--- src/rtl/os_timer_pkg.sv ---
package os_timer_pkg;
  localparam int unsigned DATA_W_DEF = 32;
  localparam int unsigned N_CH_DEF   = 4;
  localparam int unsigned IE_W_DEF   = 12;
  localparam int unsigned ADDR_W_DEF = 8;
  localparam int unsigned OFS_CNT    = 'h10;
  localparam int unsigned OFS_STAT   = 'h14;
  localparam int unsigned OFS_WDT    = 'h18;
  localparam int unsigned OFS_IE     = 'h1C;
  localparam int unsigned CH_STRIDE  = 4;
endpackage

--- src/rtl/os_timer_counter.sv ---
module os_timer_counter #(
  parameter int unsigned W = 32
) (
  input  logic         clk_i,
  input  logic         rst_ni,
  input  logic         tick_i,
  input  logic         load_i,
  input  logic [W-1:0] load_val_i,
  output logic [W-1:0] cnt_o,
  output logic [W-1:0] cnt_inc_o,
  output logic         step_o
);
  logic [W-1:0] cnt_q;

  assign cnt_inc_o = cnt_q + W'(1);
  // a load suppresses the tick, so no match is seen on a load
  assign step_o    = tick_i & ~load_i;
  assign cnt_o     = cnt_q;

  always_ff @(posedge clk_i or negedge rst_ni) begin
    if (!rst_ni)     cnt_q <= '0;
    else if (load_i) cnt_q <= load_val_i;
    else if (tick_i) cnt_q <= cnt_inc_o;
  end
endmodule

--- src/rtl/os_timer_match_ch.sv ---
module os_timer_match_ch #(
  parameter int unsigned W = 32
) (
  input  logic         clk_i,
  input  logic         rst_ni,
  input  logic         we_i,
  input  logic [W-1:0] wdata_i,
  input  logic [W-1:0] cnt_inc_i,
  input  logic         step_i,
  output logic [W-1:0] match_o,
  output logic         hit_o
);
  logic [W-1:0] match_q;

  always_ff @(posedge clk_i or negedge rst_ni) begin
    if (!rst_ni)   match_q <= '0;
    else if (we_i) match_q <= wdata_i;
  end

  assign match_o = match_q;
  assign hit_o   = step_i && (cnt_inc_i == match_q);
endmodule

--- src/rtl/os_timer_evt.sv ---
module os_timer_evt #(
  parameter int unsigned W    = 32,
  parameter int unsigned N_CH = 4,
  parameter int unsigned IE_W = 12
) (
  input  logic            clk_i,
  input  logic            rst_ni,
  input  logic            ie_we_i,
  input  logic            st_we_i,
  input  logic            wdt_we_i,
  input  logic [W-1:0]    wdata_i,
  input  logic [N_CH-1:0] hit_i,
  output logic [IE_W-1:0] ie_o,
  output logic [N_CH-1:0] status_o,
  output logic [W-1:0]    wdt_o,
  output logic            rst_req_o
);
  localparam int unsigned WD_CH = N_CH - 1;

  logic [IE_W-1:0] ie_q;
  logic [N_CH-1:0] st_q;
  logic [W-1:0]    wdt_q;
  logic            rst_req_q;
  logic [N_CH-1:0] clr_mask;
  logic [N_CH-1:0] set_mask;
  logic            wd_fire;

  assign clr_mask = st_we_i ? wdata_i[N_CH-1:0] : '0;
  assign set_mask = hit_i & ie_q[N_CH-1:0];
  assign wd_fire  = hit_i[WD_CH] & wdt_q[0];

  always_ff @(posedge clk_i or negedge rst_ni) begin
    if (!rst_ni) begin
      ie_q      <= '0;
      st_q      <= '0;
      wdt_q     <= '0;
      rst_req_q <= 1'b0;
    end else begin
      if (ie_we_i) ie_q <= wdata_i[IE_W-1:0];
      st_q <= (st_q & ~clr_mask) | set_mask;   // set beats clear
      if (wd_fire)       wdt_q <= '0;          // one-shot disarm
      else if (wdt_we_i) wdt_q <= wdata_i;
      rst_req_q <= wd_fire;
    end
  end

  assign ie_o      = ie_q;
  assign status_o  = st_q;
  assign wdt_o     = wdt_q;
  assign rst_req_o = rst_req_q;
endmodule

--- src/rtl/os_timer_wdt.sv ---
module os_timer_wdt
  import os_timer_pkg::*;
#(
  parameter int unsigned DATA_W = DATA_W_DEF,
  parameter int unsigned N_CH   = N_CH_DEF,
  parameter int unsigned IE_W   = IE_W_DEF,
  parameter int unsigned ADDR_W = ADDR_W_DEF
) (
  input  logic              clk_i,
  input  logic              rst_ni,
  input  logic              tick_i,
  input  logic              we_i,
  input  logic [ADDR_W-1:0] addr_i,
  input  logic [DATA_W-1:0] wdata_i,
  output logic [DATA_W-1:0] rdata_o,
  output logic [N_CH-1:0]   irq_o,
  output logic              rst_req_o
);
  logic [DATA_W-1:0]            cnt_q;
  logic [DATA_W-1:0]            cnt_inc;
  logic                         step;
  logic                         cnt_ld;
  logic [N_CH-1:0]              ch_we;
  logic [N_CH-1:0]              hit;
  logic [N_CH-1:0][DATA_W-1:0]  match_val;
  logic [IE_W-1:0]              ie;
  logic [N_CH-1:0]              status;
  logic [DATA_W-1:0]            wdt;

  assign cnt_ld = we_i && (addr_i == ADDR_W'(OFS_CNT));

  os_timer_counter #(.W(DATA_W)) u_cnt (
    .clk_i      (clk_i),
    .rst_ni     (rst_ni),
    .tick_i     (tick_i),
    .load_i     (cnt_ld),
    .load_val_i (wdata_i),
    .cnt_o      (cnt_q),
    .cnt_inc_o  (cnt_inc),
    .step_o     (step)
  );

  for (genvar g = 0; g < N_CH; g++) begin : g_ch
    assign ch_we[g] = we_i && (addr_i == ADDR_W'(g * CH_STRIDE));
    os_timer_match_ch #(.W(DATA_W)) u_ch (
      .clk_i     (clk_i),
      .rst_ni    (rst_ni),
      .we_i      (ch_we[g]),
      .wdata_i   (wdata_i),
      .cnt_inc_i (cnt_inc),
      .step_i    (step),
      .match_o   (match_val[g]),
      .hit_o     (hit[g])
    );
  end

  os_timer_evt #(.W(DATA_W), .N_CH(N_CH), .IE_W(IE_W)) u_evt (
    .clk_i     (clk_i),
    .rst_ni    (rst_ni),
    .ie_we_i   (we_i && (addr_i == ADDR_W'(OFS_IE))),
    .st_we_i   (we_i && (addr_i == ADDR_W'(OFS_STAT))),
    .wdt_we_i  (we_i && (addr_i == ADDR_W'(OFS_WDT))),
    .wdata_i   (wdata_i),
    .hit_i     (hit),
    .ie_o      (ie),
    .status_o  (status),
    .wdt_o     (wdt),
    .rst_req_o (rst_req_o)
  );

  assign irq_o = status;

  always_comb begin
    rdata_o = '0;
    for (int n = 0; n < N_CH; n++)
      if (addr_i == ADDR_W'(n * CH_STRIDE)) rdata_o = match_val[n];
    if (addr_i == ADDR_W'(OFS_CNT))  rdata_o = cnt_q;
    if (addr_i == ADDR_W'(OFS_STAT)) rdata_o = DATA_W'(status);
    if (addr_i == ADDR_W'(OFS_WDT))  rdata_o = wdt;
    if (addr_i == ADDR_W'(OFS_IE))   rdata_o = DATA_W'(ie);
  end
endmodule

--- config.mk ---
export PLATFORM = sky130hd
export DESIGN_NAME = os_timer_wdt
export DESIGN_NICKNAME = d
export VERILOG_FILES = /design/src/rtl/os_timer_pkg.sv /design/src/rtl/os_timer_counter.sv /design/src/rtl/os_timer_match_ch.sv /design/src/rtl/os_timer_evt.sv /design/src/rtl/os_timer_wdt.sv
export SDC_FILE = /design/constraint.sdc
export NUM_CORES = 1
export LEC_CHECK = 0
export BUFFER_PORTS_ARGS = -buffer_cell sky130_fd_sc_hd__buf_2
export CORE_ASPECT_RATIO = 1.4
export CORE_MARGIN = 5
export CORE_UTILIZATION = 60
export CTS_BUF_LIST = sky130_fd_sc_hd__clkbuf_16
export CTS_CLUSTER_SIZE = 20
export DETAILED_ROUTE_END_ITERATION = 6
export PLACE_DENSITY = 0.89
export REMOVE_ABC_BUFFERS = 1
export SETUP_SLACK_MARGIN = 0.1
export SYNTH_ARGS = -nofsm -noshare
export SYNTH_HDL_FRONTEND = slang
export SYNTH_SLANG_ARGS = --single-unit
export TNS_END_PERCENT = 5
--- constraint.sdc ---
create_clock -name clk_i -period 7.2 [get_ports clk_i]
set_input_delay 0 -clock clk_i [delete_from_list [all_inputs] [get_ports clk_i]]
set_output_delay 0 -clock clk_i [all_outputs]
set_load 0.02 [all_outputs]
Yosys cells after proc, flatten, opt, wreduce, memory -nomap -nowiden --
Index checks and enable logic that the tools add are counted.
Operators by class: add/sub/neg operators 1, multiply operators 0, divide/modulo/power cells 0, magnitude comparators 0, equal/unequal tests 11, shift-type cells 0, muxes and demuxes 13, bitwise gates (word level) 7, reduce and logical (&&, ||, !) cells 15
Operators with widths (count):
- 32-bit 2-to-1 mux | 12
- 32-bit equality test | 4
- 32-bit by 1-bit adder with 32-bit output, second input constant | 1
- 8-bit by 5-bit equality test with 1-bit output, second input constant | 4
- 8-bit by 4-bit equality test with 1-bit output, second input constant | 2
- 1-bit logical AND | 12
- 4-bit bitwise AND | 2
- 8-bit by 3-bit equality test with 1-bit output, second input constant | 1
- 8-bit zero test | 1
- 4-bit 2-to-1 mux | 1
- 4-bit inverter | 1
- 4-bit OR | 1
- 2-bit nonzero test | 2
- 1-bit bitwise AND | 2
- 1-bit inverter | 1
Storage, ports and cells: bits in registers 209, bits in latches 0, RAM bits 0, memory bits (read-only) 0, input port bits 44, output and inout port bits 37, word-level logic and storage cells 56, memories 0

Longest topological paths before layout --
depth after elaboration 9, mapped depth 12, mapped depth without buffers 9

Modules after synthesis --
From an unflattened synthesis, not the netlist that was laid out.
Second synthesis, totals: cell total of the unflattened synthesis 1197, area total of the unflattened synthesis 12558.3 sq um
By module, submodules not included:
- os_timer_match_ch | times used 4, cells an instance 112, area an instance 1535.2 sq um, sequential area each 800.8 sq um
- os_timer_counter | times used 1, cells an instance 302, area an instance 2412.3 sq um, sequential area each 800.8 sq um
- os_timer_wdt | times used 1, cells an instance 304, area an instance 2015.7 sq um, sequential area each 0.0 sq um
- os_timer_evt | times used 1, cells an instance 143, area an instance 1989.4 sq um, sequential area each 1226.2 sq um

Worst setup path before layout --
No wires, ideal clock.
kind reg-to-reg, start reg u_cnt.cnt_q[1] (netlist: u_cnt.cnt_o[1]), end reg u_evt.wdt_q[10] (netlist: u_evt.wdt_o[10]), library setup time 119 ps, arrival 3816 ps, required time 7081 ps, slack 3264 ps, cell stages (with the launch flop) 13, clock period less this slack 3936 ps, path through dfrtp_1 ha_1 buf_2 nand4_2 or4_1 buf_2 nor3_1 xor3_1 or4_1 or4_4 nor4_4 buf_6 a21oi_2
Between the ends: cells in the longest elaborated chain, start to end 5, elaborated cells on any way between the ends 6
RTL lines:
- from (decl) | RTL line os_timer_counter.sv:13 | logic [W-1:0] cnt_q;
- from (signal assigned) | RTL line os_timer_counter.sv:22 | else if (load_i) cnt_q <= load_val_i;
- from (signal assigned) | RTL line os_timer_counter.sv:23 | else if (tick_i) cnt_q <= cnt_inc_o;
- 32-bit by 1-bit adder with 32-bit output (*) | RTL line os_timer_counter.sv:15 | assign cnt_inc_o = cnt_q + W'(1);
- 32-bit equality test (*) | RTL line os_timer_match_ch.sv:21 | assign hit_o = step_i && (cnt_inc_i == match_q);
- 1-bit logical AND (*) | RTL line os_timer_match_ch.sv:21
- 1-bit bitwise AND (*) | RTL line os_timer_evt.sv:30 | assign wd_fire = hit_i[WD_CH] & wdt_q[0];
- 32-bit 2-to-1 mux or 2-bit nonzero test (tied branches)
- to (signal assigned) | RTL line os_timer_evt.sv:42 | else if (wdt_we_i) wdt_q <= wdata_i;
- to (decl) | RTL line os_timer_evt.sv:22 | logic [W-1:0] wdt_q;
Mark *: on every way between the ends. The rest lies on a longest branch, timed or not. A chain may end at the register's enable or synchronous reset.

Worst setup path in the final report --
start reg u_cnt.cnt_q[0] (netlist: u_cnt.cnt_o[0]), end reg u_evt.wdt_q[1] (netlist: u_evt.wdt_o[1])
Same word-level chain as after synthesis.

==> results.py <==
metrics = {
    "status": {
        "run_status": "complete, but fails checks",
        "violations_in_the_final_reports": "design-rule violations",
    },
    "sta": {
        "max_clock_freq_mhz": 195,
        "report.final.slew_viol_count": 0,
        "timing.final.crit_share": 0.714,
        "max_slew_margin": 0.136,
        "post_route_setup_slack_ns": 2.06,
        "finalCriticalPeriod_ns": 5.14,
        "hold_viol": 0,
        "worst_clock_skew_ns": 0.0248,
        "timing.final.setup_violations": 0,
        "timing_worst_slew_pin_value_ns": 1.26,
        "setup_repair_after_global_routing_missed_its_margin": "no",
        "setup-tns-final_ns": 0,
    },
    "clock_tree": {
        "cts_buf_count": 22,
        "cts.clk_slew.worst_paths_ns": 0.07,
        "cts_tree": "done",
        "clock_sinks": 209,
        "clock_tree.root_cell": "sky130_fd_sc_hd__clkbuf_16",
        "cts_max_path_buffers": 3,
        "clock_insertion_delay_worst_skew_ns": 0.53,
        "htree_num_levels": 1,
    },
    "logic_synthesis": {
        "synth_warn": 0,
        "postSynthCellCount": 1414,
        "netlist-cell-type-count": 71,
        "async_flop_share": 1.00,
        "synth-main-ff-cell": "sky130_fd_sc_hd__dfrtp_1",
        "avgSynthCellArea_um2": 9.54,
        "synth_seq_area_share": 0.388,
        "netlist.area_leader.share": 0.388,
        "synth_area_leaders": "sky130_fd_sc_hd__dfrtp_1 (39%), sky130_fd_sc_hd__mux2_2 (12%), sky130_fd_sc_hd__xnor2_1 (7.2%)",
        "synth_largest_area_cell": "sky130_fd_sc_hd__dfrtp_1",
        "edff_count_synth": 0,
        "ys_ff_latch": 209,
        "synth_area_um2": 13500,
    },
    "critical_path": {
        "timing.critical_path.slowest_stage_cell": "sky130_fd_sc_hd__or4_1",
        "critical_path_cell_count": 10,
        "crit_path_frequent_cell": "sky130_fd_sc_hd__or4_1",
        "maximum_fanout_count_along_the_critical_path": 21,
        "path_class": "flop to flop",
        "timing.critical_path.from_type": "flop",
        "cp_num_buf_inv": 1,
        "crit_path_max_incr_delay_ns": 0.75,
        "critical_path_arrival_ns": 5.52,
        "critical_path.top_delay_family": "simple AND/OR/NAND/NOR gates",
        "crit_required_ns": 7.58,
        "critical_path.cell_chain": "ha_1 -> nand4_2 -> or4_1 -> nor3_1 -> xor3_1 -> or4_1 -> or4_4 -> nor4_4 -> buf_4 -> a21oi_1",
        "setup.reg_to_reg.worst_slack_ns": 2.06,
        "ff2ff_path_depth": 10,
        "kind_of_end_point_of_the_critical_path": "flop",
    },
    "placed_design": {
        "io_buffer_count": 80,
        "place_area_um2": 14000,
        "routabilityCongestion": 1.09,
        "place_worst_setup_slack_ns": 2.21,
        "detailed_place_hpwl_mm": 36.9,
    },
    "global_routing": {
        "globalRoute.totalOverflow": 0,
        "grt_start_max_net_pins": 79,
        "antenna_found_initial": 1,
        "grt_pass1_wl_mm": 78.8,
        "groute.usage.overall": 0.408,
        "first_global_vias": 12958,
    },
    "routing": {
        "drt_pre_antenna_iters": 7,
        "drcViolationCount": 7,
        "vias_per_std_cell": 7.06,
        "num_vias": 12591,
        "drt-initial-drc-count": 1580,
        "routed_wirelength_mm": 52.5,
        "final_antenna_violating_net_count": 0,
        "wl_per_cell_um": 29.4,
    },
    "finish": {
        "final_design_area_no_fill_um2": 15100,
        "fin_nets": 1514,
        "antenna_cells": 0,
        "layout-area-overhead-vs-synth_pct": 12.0,
        "num-fill-cells": 1703,
        "multi_input_comb_area_um2": 7780,
        "post_route_cells_drive_above_1_share": 0.217,
        "seq_area_um2": 5230,
    },
    "floorplanning": {
        "fp.coreArea_um2": 22400,
        "floorplan.initialDensity": 0.603,
        "die_height_um": 187,
        "number_of_rows_in_the_core_area": 65,
        "floorplan.die_area_um2": 25600,
        "pin_count": 81,
        "die_width_um": 137,
    },
    "power": {
        "power.share.combinational": 0.212,
        "power.sequential.fraction": 0.441,
        "power_switching_share": 0.332,
        "power_density_nw_per_um2": 217,
        "power.share.clock": 0.347,
        "leakagePower_nw": 6.51,
        "internal_power_w": 0.00219,
        "switching_power_w": 0.00109,
        "vdd_ir_drop_max_mv": 0.235,
    },
    "flow_run": {
        "maxCapViolCount": 0,
    },
    "worst_hold_path": {
        "hold_path_class": "primary input to async pin",
    },
}
## flip-flops by register name, summed over array words and instances, names as in the netlist
register           count
u_evt.rst_req_o        1
g_ch.u_ch.match_o    128
u_evt.wdt_o           32
u_cnt.cnt_o           32
u_evt.status_o         4
u_evt.ie_o            12
## power by group through the flow
| stage | Combinational, W | Sequential (W) | Clock, W |
|---|---|---|---|
| finish | 0.000695 | 0.00144 | 0.00114 |
| global route | 0.000744 | 0.00145 | 0.00118 |
| CTS | 0.000674 | 0.00143 | 0.00113 |
| detailed placement | 0.000656 | 0.00145 | 0 |
| global placement | 0.000643 | 0.00145 | 0 |
| floorplan | 0.000431 | 0.00140 | 0 |
## repair_timing
item | CTS | global route
hold buffers | 37 | 0
resized for setup | 0 | 0
endpoints found under the setup margin | 0 | 0
endpoints found under the hold margin | 274 | 0
setup buffers | 0 | 0
## layout make-up
type | instances | area share
well taps | 301 | 0.0249
clock inverters | 14 | 0.00771
clock buffers | 23 | 0.0381
multi-input cells | 1079 | 0.515
flip-flops and latches | 209 | 0.346
repair buffers | 140 | 0.0631
inverters | 17 | 0.00423
## synth_stat cells (4+ instances only)
cell type and number:
sky130_fd_sc_hd__o32ai_1 5, sky130_fd_sc_hd__a32o_1 6, sky130_fd_sc_hd__nand4_1 32, sky130_fd_sc_hd__clkbuf_1 74, sky130_fd_sc_hd__and3_1 10, sky130_fd_sc_hd__mux2_2 140
sky130_fd_sc_hd__nor3b_1 14, sky130_fd_sc_hd__dfrtp_1 209, sky130_fd_sc_hd__o21ai_0 36, sky130_fd_sc_hd__buf_1 21, sky130_fd_sc_hd__nand3b_1 5, sky130_fd_sc_hd__nor3_1 28
sky130_fd_sc_hd__a2111oi_0 7, sky130_fd_sc_hd__nand2b_1 4, sky130_fd_sc_hd__xnor2_1 111, sky130_fd_sc_hd__or4_1 11, sky130_fd_sc_hd__nand3_1 78, sky130_fd_sc_hd__buf_2 11
sky130_fd_sc_hd__o211ai_1 5, sky130_fd_sc_hd__a221oi_1 8, sky130_fd_sc_hd__and4_1 8, sky130_fd_sc_hd__o22ai_1 10, sky130_fd_sc_hd__a32oi_1 4, sky130_fd_sc_hd__xor2_1 56
sky130_fd_sc_hd__inv_1 17, sky130_fd_sc_hd__nor2_1 98, sky130_fd_sc_hd__or3_1 8, sky130_fd_sc_hd__o311a_1 4, sky130_fd_sc_hd__a21oi_2 29, sky130_fd_sc_hd__a22oi_1 17
sky130_fd_sc_hd__o31ai_1 6, sky130_fd_sc_hd__nor4_1 18, sky130_fd_sc_hd__nand2_1 123, sky130_fd_sc_hd__a31oi_1 8, sky130_fd_sc_hd__a222oi_1 16, sky130_fd_sc_hd__a21oi_1 77
sky130_fd_sc_hd__o2111ai_1 5, sky130_fd_sc_hd__mux2i_1 38, sky130_fd_sc_hd__o221ai_1 7
## worst reg2reg max path, delay by kind of cell, from the launching register on
kind / cells / cell delay [ns]
buf+inv: 1 / 0.48
compound gates: 1 / 0.12
simple gates: 6 / 3.10
flops: 1 / 0.57
fa+ha+maj: 1 / 0.43
xor+xnor: 1 / 0.31
## per-stage QoR
step	hold slack (ns)	util	power, W	instances
after CTS	0.0539	0.675	0.00323	1783
after floorplan	-0.296	-	0.00183	1305
final	0.0401	0.675	0.00327	1783
after detailed placement	0.0290	0.627	0.00211	1709
after global routing	0.109	0.675	0.00338	1783
after global placement	0.0188	0.627	0.00209	1709
## logic make-up after synthesis
group | synth area share
AOI/OAI and AO/OA | 0.141
adders and majority gates | 0.000928
muxes | 0.145
xor gates and xnor gates | 0.115
buffers and inverters | 0.0378
and+or+nand+nor | 0.172
DFF | 0.388
## path summary, 6_finish.rpt
check	from	to
setup / recovery	u_cnt.cnt_o[0]	u_evt.wdt_o[1]
hold / removal	rst_ni	g_ch[2].u_ch.match_o[1]
setup reg to reg	u_cnt.cnt_o[0]	u_evt.wdt_o[1]
hold reg to reg	u_evt.ie_o[4]	u_evt.ie_o[4]
max in group asynchronous	rst_ni	u_cnt.cnt_o[24]
min in group clk_i	addr_i[3]	u_evt.status_o[2]
## layer usage
| layer | vias up | routed length, µm | track usage |
|---|---|---|---|
| met5 | - | 13 | 0 |
| met4 | 2 | 5110 | 0.311 |
| met3 | 320 | 4390 | 0.0700 |
| met2 | 865 | 25300 | 0.674 |
| met1 | 6135 | 17700 | 0.461 |
| li1 | 5269 | - | - |
## cell usage in the layout (no fill, tap or decap), types with 6 or more instances in the layout
| master | n |
|---|---|
| sky130_fd_sc_hd__o31ai_1 | 6 |
| sky130_fd_sc_hd__o221ai_1 | 7 |
| sky130_fd_sc_hd__a222oi_1 | 16 |
| sky130_fd_sc_hd__a31oi_1 | 8 |
| sky130_fd_sc_hd__or4_1 | 11 |
| sky130_fd_sc_hd__a32o_1 | 6 |
| sky130_fd_sc_hd__and3_1 | 10 |
| sky130_fd_sc_hd__xor2_1 | 56 |
| sky130_fd_sc_hd__nand3_1 | 77 |
| sky130_fd_sc_hd__clkbuf_16 | 23 |
| sky130_fd_sc_hd__or3_1 | 8 |
| sky130_fd_sc_hd__o21ai_0 | 36 |
| sky130_fd_sc_hd__nor4_1 | 16 |
| sky130_fd_sc_hd__nand2_1 | 123 |
| sky130_fd_sc_hd__dfrtp_1 | 209 |
| sky130_fd_sc_hd__o22ai_1 | 10 |
| sky130_fd_sc_hd__mux2i_1 | 38 |
| sky130_fd_sc_hd__a2111oi_0 | 7 |
| sky130_fd_sc_hd__a21oi_1 | 77 |
| sky130_fd_sc_hd__a22oi_1 | 17 |
| sky130_fd_sc_hd__xnor2_1 | 111 |
| sky130_fd_sc_hd__buf_2 | 79 |
| sky130_fd_sc_hd__mux2_2 | 140 |
| sky130_fd_sc_hd__inv_1 | 21 |
| sky130_fd_sc_hd__a21oi_2 | 29 |
| sky130_fd_sc_hd__nand4_1 | 32 |
| sky130_fd_sc_hd__nor2_1 | 96 |
| sky130_fd_sc_hd__and4_1 | 8 |
| sky130_fd_sc_hd__nor3b_1 | 14 |
| sky130_fd_sc_hd__dlygate4sd3_1 | 37 |
| sky130_fd_sc_hd__a221oi_1 | 8 |
| sky130_fd_sc_hd__buf_4 | 23 |
| sky130_fd_sc_hd__nor3_1 | 27 |
Power figures use the tool's default switching activity.
